<file path="src/rtl/tat_pkg.sv">
package tat_pkg;

    // Default oversample ratio: ticks per bit time (must be even).
    localparam int unsigned TICKS_PER_BIT_DEF = 4;

    // Thresholds held in half-bit units so fractional limits stay exact.
    localparam int unsigned GAP_HALVES       = 4;   // 2 bit times
    localparam int unsigned DEV_RESP_HALVES  = 13;  // 6.5 bit times
    localparam int unsigned HOST_RESP_HALVES = 15;  // 7.5 bit times
    localparam int unsigned TMO_HALVES       = 34;  // 17 bit times
    localparam int unsigned HOLD_HALVES      = 36;  // 18 bit times

    function automatic int unsigned halves_to_ticks(int unsigned halves,
                                                    int unsigned tpb);
        return (halves * tpb) / 2;
    endfunction

    typedef enum logic {
        ROLE_DEVICE = 1'b0,
        ROLE_HOST   = 1'b1
    } role_e;

    // Events produced by the response window for one cycle.
    typedef struct packed {
        logic late;
        logic fire;
    } win_evt_t;

endpackage

</file>
<file path="src/rtl/tat_gap_counter.sv">
module tat_gap_counter #(
    parameter int unsigned CNT_W = 7,
    parameter int unsigned SAT_Q = 72,
    parameter int unsigned GAP_Q = 8
) (
    input  logic             clk,
    input  logic             rst,
    input  logic             tick,
    input  logic             eop,
    output logic [CNT_W-1:0] cnt,
    output logic             tx_ok
);

    localparam logic [CNT_W-1:0] SAT = CNT_W'(SAT_Q);
    localparam logic [CNT_W-1:0] GAP = CNT_W'(GAP_Q);

    always_ff @(posedge clk) begin
        if (rst) begin
            cnt <= SAT;
        end else if (eop) begin
            cnt <= '0;
        end else if (tick && (cnt != SAT)) begin
            cnt <= cnt + 1'b1;
        end
    end

    assign tx_ok = (cnt >= GAP);

    // an end-of-packet closes the transmit gate on the next cycle
    a_r2_eop_blocks_tx: assert property (@(posedge clk) disable iff (rst)
        eop |=> (!tx_ok && cnt == '0));

    // without a tick the count does not move
    a_r10_no_tick_hold: assert property (@(posedge clk) disable iff (rst)
        (!tick && !eop) |=> $stable(cnt));

    // the count never exceeds its saturation value
    a_r10_saturate: assert property (@(posedge clk) disable iff (rst)
        cnt <= SAT);

endmodule

</file>
<file path="src/rtl/tat_resp_window.sv">
module tat_resp_window
    import tat_pkg::*;
#(
    parameter int unsigned CNT_W  = 7,
    parameter int unsigned DEV_Q  = 26,
    parameter int unsigned HOST_Q = 30,
    parameter int unsigned TMO_Q  = 68
) (
    input  logic             clk,
    input  logic             rst,
    input  logic             tick,
    input  logic             eop,
    input  logic             sop,
    input  logic             expect_resp,
    input  role_e            role,
    input  logic [CNT_W-1:0] cnt,
    output win_evt_t         evt,
    output logic             late_pulse,
    output logic             timeout_pulse
);

    localparam logic [CNT_W-1:0] DEV_LIM  = CNT_W'(DEV_Q);
    localparam logic [CNT_W-1:0] HOST_LIM = CNT_W'(HOST_Q);
    localparam logic [CNT_W-1:0] TMO_PRE  = CNT_W'(TMO_Q - 1);
    localparam logic [CNT_W-1:0] TMO_AT   = CNT_W'(TMO_Q);

    logic             armed;
    logic [CNT_W-1:0] limit;

    // A host waits on a device (tighter limit); a device waits on the host.
    assign limit = (role == ROLE_HOST) ? DEV_LIM : HOST_LIM;

    always_comb begin
        evt.late = armed && !eop && sop && (cnt > limit);
        evt.fire = armed && !eop && !sop && tick && (cnt == TMO_PRE);
    end

    always_ff @(posedge clk) begin
        if (rst) begin
            armed         <= 1'b0;
            late_pulse    <= 1'b0;
            timeout_pulse <= 1'b0;
        end else begin
            late_pulse    <= evt.late;
            timeout_pulse <= evt.fire;
            if (eop) begin
                armed <= expect_resp;
            end else if (armed && sop) begin
                armed <= 1'b0;
            end else if (evt.fire) begin
                armed <= 1'b0;
            end
        end
    end

    // timeout is a single-cycle pulse
    a_r6_timeout_single: assert property (@(posedge clk) disable iff (rst)
        timeout_pulse |=> !timeout_pulse);

    // timeout coincides with the count reaching 17 bit times
    a_r6_timeout_at_limit: assert property (@(posedge clk) disable iff (rst)
        timeout_pulse |-> (cnt == TMO_AT));

    // a start of packet inside the window suppresses the timeout
    a_r7_sop_cancels: assert property (@(posedge clk) disable iff (rst)
        (armed && sop && !eop) |=> !timeout_pulse);

    // an unexpected-reply end-of-packet raises no window event next cycle
    a_r5_unarmed_quiet: assert property (@(posedge clk) disable iff (rst)
        (eop && !expect_resp) |=> (!late_pulse && !timeout_pulse));

    // late_response is a single-cycle pulse
    a_r3_late_single: assert property (@(posedge clk) disable iff (rst)
        late_pulse |=> !late_pulse);

endmodule

</file>
<file path="src/rtl/tat_holdoff.sv">
module tat_holdoff #(
    parameter int unsigned CNT_W  = 7,
    parameter int unsigned HOLD_Q = 72
) (
    input  logic             clk,
    input  logic             rst,
    input  logic             tick,
    input  logic             eop,
    input  logic [CNT_W-1:0] cnt,
    input  logic             fire,
    output logic             holdoff_done
);

    localparam logic [CNT_W-1:0] HOLD_PRE = CNT_W'(HOLD_Q - 1);
    localparam logic [CNT_W-1:0] HOLD_AT  = CNT_W'(HOLD_Q);

    logic pending;

    always_ff @(posedge clk) begin
        if (rst) begin
            pending <= 1'b0;
        end else if (fire) begin
            pending <= 1'b1;
        end else if (pending && tick && !eop && (cnt == HOLD_PRE)) begin
            pending <= 1'b0;
        end
    end

    assign holdoff_done = !pending;

    // holdoff releases only when 18 bit times have been counted
    a_r8_release_point: assert property (@(posedge clk) disable iff (rst)
        $rose(holdoff_done) |-> (cnt == HOLD_AT));

    // a timeout event starts the holdoff
    a_r8_fire_blocks: assert property (@(posedge clk) disable iff (rst)
        fire |=> !holdoff_done);

endmodule

</file>
<file path="src/rtl/bus_turnaround_timer.sv">
module bus_turnaround_timer
    import tat_pkg::*;
#(
    parameter int unsigned TICKS_PER_BIT = TICKS_PER_BIT_DEF
) (
    input  logic clk,
    input  logic rst,
    input  logic tick_q,
    input  logic eop_done,
    input  logic sop_seen,
    input  logic expect_resp,
    input  logic role_host,
    output logic tx_allowed,
    output logic late_response,
    output logic timeout,
    output logic holdoff_done
);

    localparam int unsigned GAP_Q  = halves_to_ticks(GAP_HALVES, TICKS_PER_BIT);
    localparam int unsigned DEV_Q  = halves_to_ticks(DEV_RESP_HALVES, TICKS_PER_BIT);
    localparam int unsigned HOST_Q = halves_to_ticks(HOST_RESP_HALVES, TICKS_PER_BIT);
    localparam int unsigned TMO_Q  = halves_to_ticks(TMO_HALVES, TICKS_PER_BIT);
    localparam int unsigned HOLD_Q = halves_to_ticks(HOLD_HALVES, TICKS_PER_BIT);
    localparam int unsigned CNT_W  = $clog2(HOLD_Q + 1);

    logic [CNT_W-1:0] gap_cnt;
    win_evt_t         win_evt;
    role_e            role;

    assign role = role_e'(role_host);

    tat_gap_counter #(
        .CNT_W (CNT_W),
        .SAT_Q (HOLD_Q),
        .GAP_Q (GAP_Q)
    ) u_gap (
        .clk   (clk),
        .rst   (rst),
        .tick  (tick_q),
        .eop   (eop_done),
        .cnt   (gap_cnt),
        .tx_ok (tx_allowed)
    );

    tat_resp_window #(
        .CNT_W  (CNT_W),
        .DEV_Q  (DEV_Q),
        .HOST_Q (HOST_Q),
        .TMO_Q  (TMO_Q)
    ) u_win (
        .clk           (clk),
        .rst           (rst),
        .tick          (tick_q),
        .eop           (eop_done),
        .sop           (sop_seen),
        .expect_resp   (expect_resp),
        .role          (role),
        .cnt           (gap_cnt),
        .evt           (win_evt),
        .late_pulse    (late_response),
        .timeout_pulse (timeout)
    );

    tat_holdoff #(
        .CNT_W  (CNT_W),
        .HOLD_Q (HOLD_Q)
    ) u_hold (
        .clk          (clk),
        .rst          (rst),
        .tick         (tick_q),
        .eop          (eop_done),
        .cnt          (gap_cnt),
        .fire         (win_evt.fire),
        .holdoff_done (holdoff_done)
    );

    // whenever timeout is reported the holdoff is in force
    a_r8_timeout_holds: assert property (@(posedge clk) disable iff (rst)
        timeout |-> !holdoff_done);

    // a reply cannot be both late and missing in the same cycle
    a_r6_exclusive: assert property (@(posedge clk) disable iff (rst)
        !(timeout && late_response));

endmodule

</file>
<file path="config.mk">
export PLATFORM = sky130hd
export DESIGN_NAME = bus_turnaround_timer
export DESIGN_NICKNAME = d
export VERILOG_FILES = /design/src/rtl/tat_pkg.sv /design/src/rtl/tat_gap_counter.sv /design/src/rtl/tat_resp_window.sv /design/src/rtl/tat_holdoff.sv /design/src/rtl/bus_turnaround_timer.sv
export SDC_FILE = /design/constraint.sdc
export NUM_CORES = 1
export LEC_CHECK = 0
export ABC_AREA = 1
export BUFFER_PORTS_ARGS = -buffer_cell sky130_fd_sc_hd__buf_2
export CAP_MARGIN = 40
export CELL_PAD_IN_SITES_DETAIL_PLACEMENT = 0
export CELL_PAD_IN_SITES_GLOBAL_PLACEMENT = 1
export CORE_MARGIN = 2
export CORE_UTILIZATION = 39
export DETAILED_ROUTE_END_ITERATION = 16
export PLACE_DENSITY = 0.83
export SYNTH_ARGS = -nofsm -noshare
export SYNTH_HDL_FRONTEND = slang
export SYNTH_SLANG_ARGS = --single-unit
</file>
<file path="constraint.sdc">
create_clock -name clk -period 2.87 [get_ports clk]
set_clock_uncertainty 0.2 [all_clocks]
set_input_delay 0.4305 -clock clk [delete_from_list [all_inputs] [get_ports clk]]
set_output_delay 0.4305 -clock clk [all_outputs]
set_load 0.05 [all_outputs]
</file>
* Word-level counts from Yosys, hierarchy flattened
Cells that the tools add are included.
Storage, ports and cells: logic and storage cells 38, RAM bits 0, output and inout port bits 4, bits in read-only memories 0, bits in registers 11, bits of input ports 7, memories kept 0, latch bits 0
Operators by class: multiply operators 0, shift-type cells 0, reductions and logical operators 18, magnitude comparators 2, add/sub/neg operators 1, divide/modulo/power cells 0, bitwise operators 0, multiplexer cells 8, equality and inequality tests 3
Operators by type and width (count):
- equality test 7 bit (second input constant) | 2
- 2-to-1 mux 7 bit | 2
- logical AND 1 bit | 11
- adder 7 x 1 -> 7 bit (second input constant) | 1
- greater-or-equal comparator 7 x 4 -> 1 bit (second input constant) | 1
- greater-than comparator 7 bit | 1
- inequality test 7 bit (second input constant) | 1
- 2-to-1 mux 1 bit | 5
- nonzero test 2 bit | 2
- zero test 1 bit | 3
- 2-to-1 mux 3 bit | 1
- nonzero test 3 bit | 1
- OR reduction 2 bit | 1

* Depth between registers and ports, before layout
depth in word-level cells 8, gate-level depth with buffers 7, depth with buffers taken out 7

* Cells and area by module
From an unflattened synthesis, not the netlist that was laid out.
Second synthesis, totals: cell total of the unflattened synthesis 112, area, all modules 720.7 sq um
Modules (own cells, without submodules):
- tat_gap_counter | instances 1, sequential area each 140.1 sq um, area an instance 422.9 sq um, cells an instance 61
- tat_resp_window | instances 1, sequential area each 60.1 sq um, area an instance 226.5 sq um, cells an instance 38
- tat_holdoff | instances 1, sequential area each 20.0 sq um, area an instance 71.3 sq um, cells an instance 13

* Least setup slack after synthesis
Ideal clock, no wire load.
path type register to output, start point register u_gap.cnt[3], end point output port tx_allowed, data required time 2240 ps, path slack 1434 ps, path buffers 0, data arrival time 806 ps, stages on the path, launching flop included 3, cells stage by stage dfxtp_1 nor2_1 nand2_1
Between the ends: longest elaborated chain between the ends 1
Ends and longest elaborated chain:
- from (decl) | RTL line tat_gap_counter.sv:10 | output logic [CNT_W-1:0] cnt,
- from (signal assigned) | RTL line tat_gap_counter.sv:23 | cnt <= cnt + 1'b1;
- greater-or-equal comparator 7 x 4 -> 1 bit | RTL line tat_gap_counter.sv:27 | assign tx_ok = (cnt >= GAP);
- to (decl) | RTL line bus_turnaround_timer.sv:13 | output logic tx_allowed,
No other way between the ends.

* Worst setup path in the final report
Ends and elaborated chain as after synthesis.

==> results.ini <==
[power_and_ir_drop]
vdd_drop_max_mv=0.276
p_per_area_nw_per_um2=436
total_power_mw=0.313
p_leak_nw=0.310

[synthesis]
ys.flop_type=dfxtp_1
yosys-top-cells-area=dfxtp_1, nand2_1, nor2_1, nand3_1, inv_1
yosysSeqAreaShare_pct=35.5
synth_cell_type_count=17
avgSynthCellArea_um2=6.67
synth_common_cells=nand2_1, nor2_1, inv_1
yosys_warnings=0
async_flop_share_pct=0
synth_area_leader_cell=dfxtp_1
ys_ff_latch=11
synth-edff-count=0
syn-instance-count=93
yosys.area.top_type_share_pct=35.5
synth_most_common_cell=nand2_1
mappedNetlistArea_um2=621
syn_nets=103

[layout]
layout-drive-gt1-share_pct=16.8
instances_no_fill=123
num_antenna_cells=0
finalNetCount=118
area_growth_pct=15.5
n_fill_cell=166

[detailed_routing]
vias_per_cell=5.11
drcViolationCount=0
wire_per_inst_um=10.8
vias=629
drt-pass1-iter-count=4
routed_wl_mm=1.33
drt-initial-drc-count=10
drtAntennaViolNets=0

[placed_design]
place_ws_ns=1.31
dp_cells=119
place.detailed.hpwl_mm=1.06
io_buffers=10
gp_congestion=0.834

[sta]
hold_violations=0
min_period_ns=1.76
fin_tns_setup_ns=0
slew_headroom_pct=78.0
final.period_utilization_pct=61.4
slew_violations=0
fin_hold_ws_ns=0.211
rsz0062_at_grt=false
timing.fmax_mhz=567
setup_viol_count_final=0
tightestPinTransition_ns=0.328
setup_ws_ns=1.11

[setup_path]
cp_cell_sequence=nor2_1 > nand2_1 > buf_2
r2r_slack_ns=1.30
crit_path_start_kind=register
cp.arrival_ns=1.13
path_class=register to output port
path_max_fanout=6
cpPeakStageDelay_ns=0.45
end_kind=output port
cp.required_ns=2.24
cp_slowest_cell=dfxtp_1

[floorplanning]
rows=14
pin_count=11
die_w_um=43.9
die_area_um2=1930
start_util_pct=41.2
die_h_um=43.9
core_area_um2=1510

[cts]
cts_hold_buf=0
h-tree-depth=1
clk_pin_slew_worst_paths_ns=0.07
numCtsBuffers=3
post-cts-setup-buffers=0
cts-root-buf=clkbuf_4
cts_resized=0
cts.sinks=11
clk_latency_ns=0.27
cts_tree=yes
clk_path_buf_depth=2

[grt]
grt_max_degree=8
grt_pass1_wl_mm=2.31
antenna_found_initial=0
gr-total-overflow=0
grt_pass1_vias=541
track_usage_pct=16.7

[outcome]
status=finished clean

[min_path]
hp-class=primary input to register

[flow_run]
cap_violations=0

## state kept, by name, summed over array words and instances, names as in the netlist
signal / cells
u_win.armed: 1
u_gap.cnt: 7
u_hold.pending: 1
u_win.late_pulse: 1
u_win.timeout_pulse: 1
## critical path: cells and delay by family (launching register included)
family        cells  cell delay (ns)
simple gates      2             0.17
buf+inv           1             0.25
flops             1             0.45
## through the flow
stage                     utilization [%]  cell area, um^2
after floorplan                         -              621
after global placement               45.8              691
after detailed placement             45.8              691
after CTS                            47.6              717
after global routing                 47.6              717
final                                47.6              717
## area by class of cell
cell class	count	area (um^2)	share of cell area, %
multi-input combinational	68	348	48.5
sequential	11	220	30.7
inverter	14	52.6	7.33
timing repair buffer	10	50.0	6.98
clock buffer	4	26.3	3.66
tap	16	20.0	2.79
## cells in the final DEF, fill, tap and decap left out, drive strengths merged
master and instances:
clkbuf 4, buf 10, a21oi 6, nand3 11, o21ai 7, ha 3
nor2 15, o21a 1, dfxtp 11, nand4 3, nand2 21, nand3b 1
inv 14
## cells by family (layout without fill, tap and decap cells)
group	after synthesis	count (layout)	share of synthesized area [%]
AO/OA/AOI/OAI	14	14	13.5
adder cells (fa/ha/maj)	3	3	6.05
buffers and inverters	14	28	8.47
flip-flops	11	11	35.5
AND/OR/NAND/NOR	51	51	36.5
## report_power, final
| part | switching, mW | internal, mW |
|---|---|---|
| Clock | 0.0491 | 0.0538 |
| Sequential | 0.00726 | 0.157 |
| Combinational | 0.0291 | 0.0162 |
| Total | 0.0854 | 0.227 |
## worst paths after layout
kind              depth (start not counted)          endpoint          from
setup / recovery                          3        tx_allowed  u_gap.cnt[3]
hold / removal                            3       u_win.armed   expect_resp
setup reg to reg                          7      u_gap.cnt[1]  u_gap.cnt[0]
hold reg to reg                           2  u_win.late_pulse   u_win.armed
## per-layer routing
metal  GRT usage (%)  vias to the layer above  share of wire (%)
li1                -                      332                  -
met1            21.8                      272                 48
met4            10.9                        0                1.4
met5               0                        -                  0
met2            24.1                       21                 44
met3            4.17                        4                6.2
Note: power is estimated with default switching activity, not from simulation.
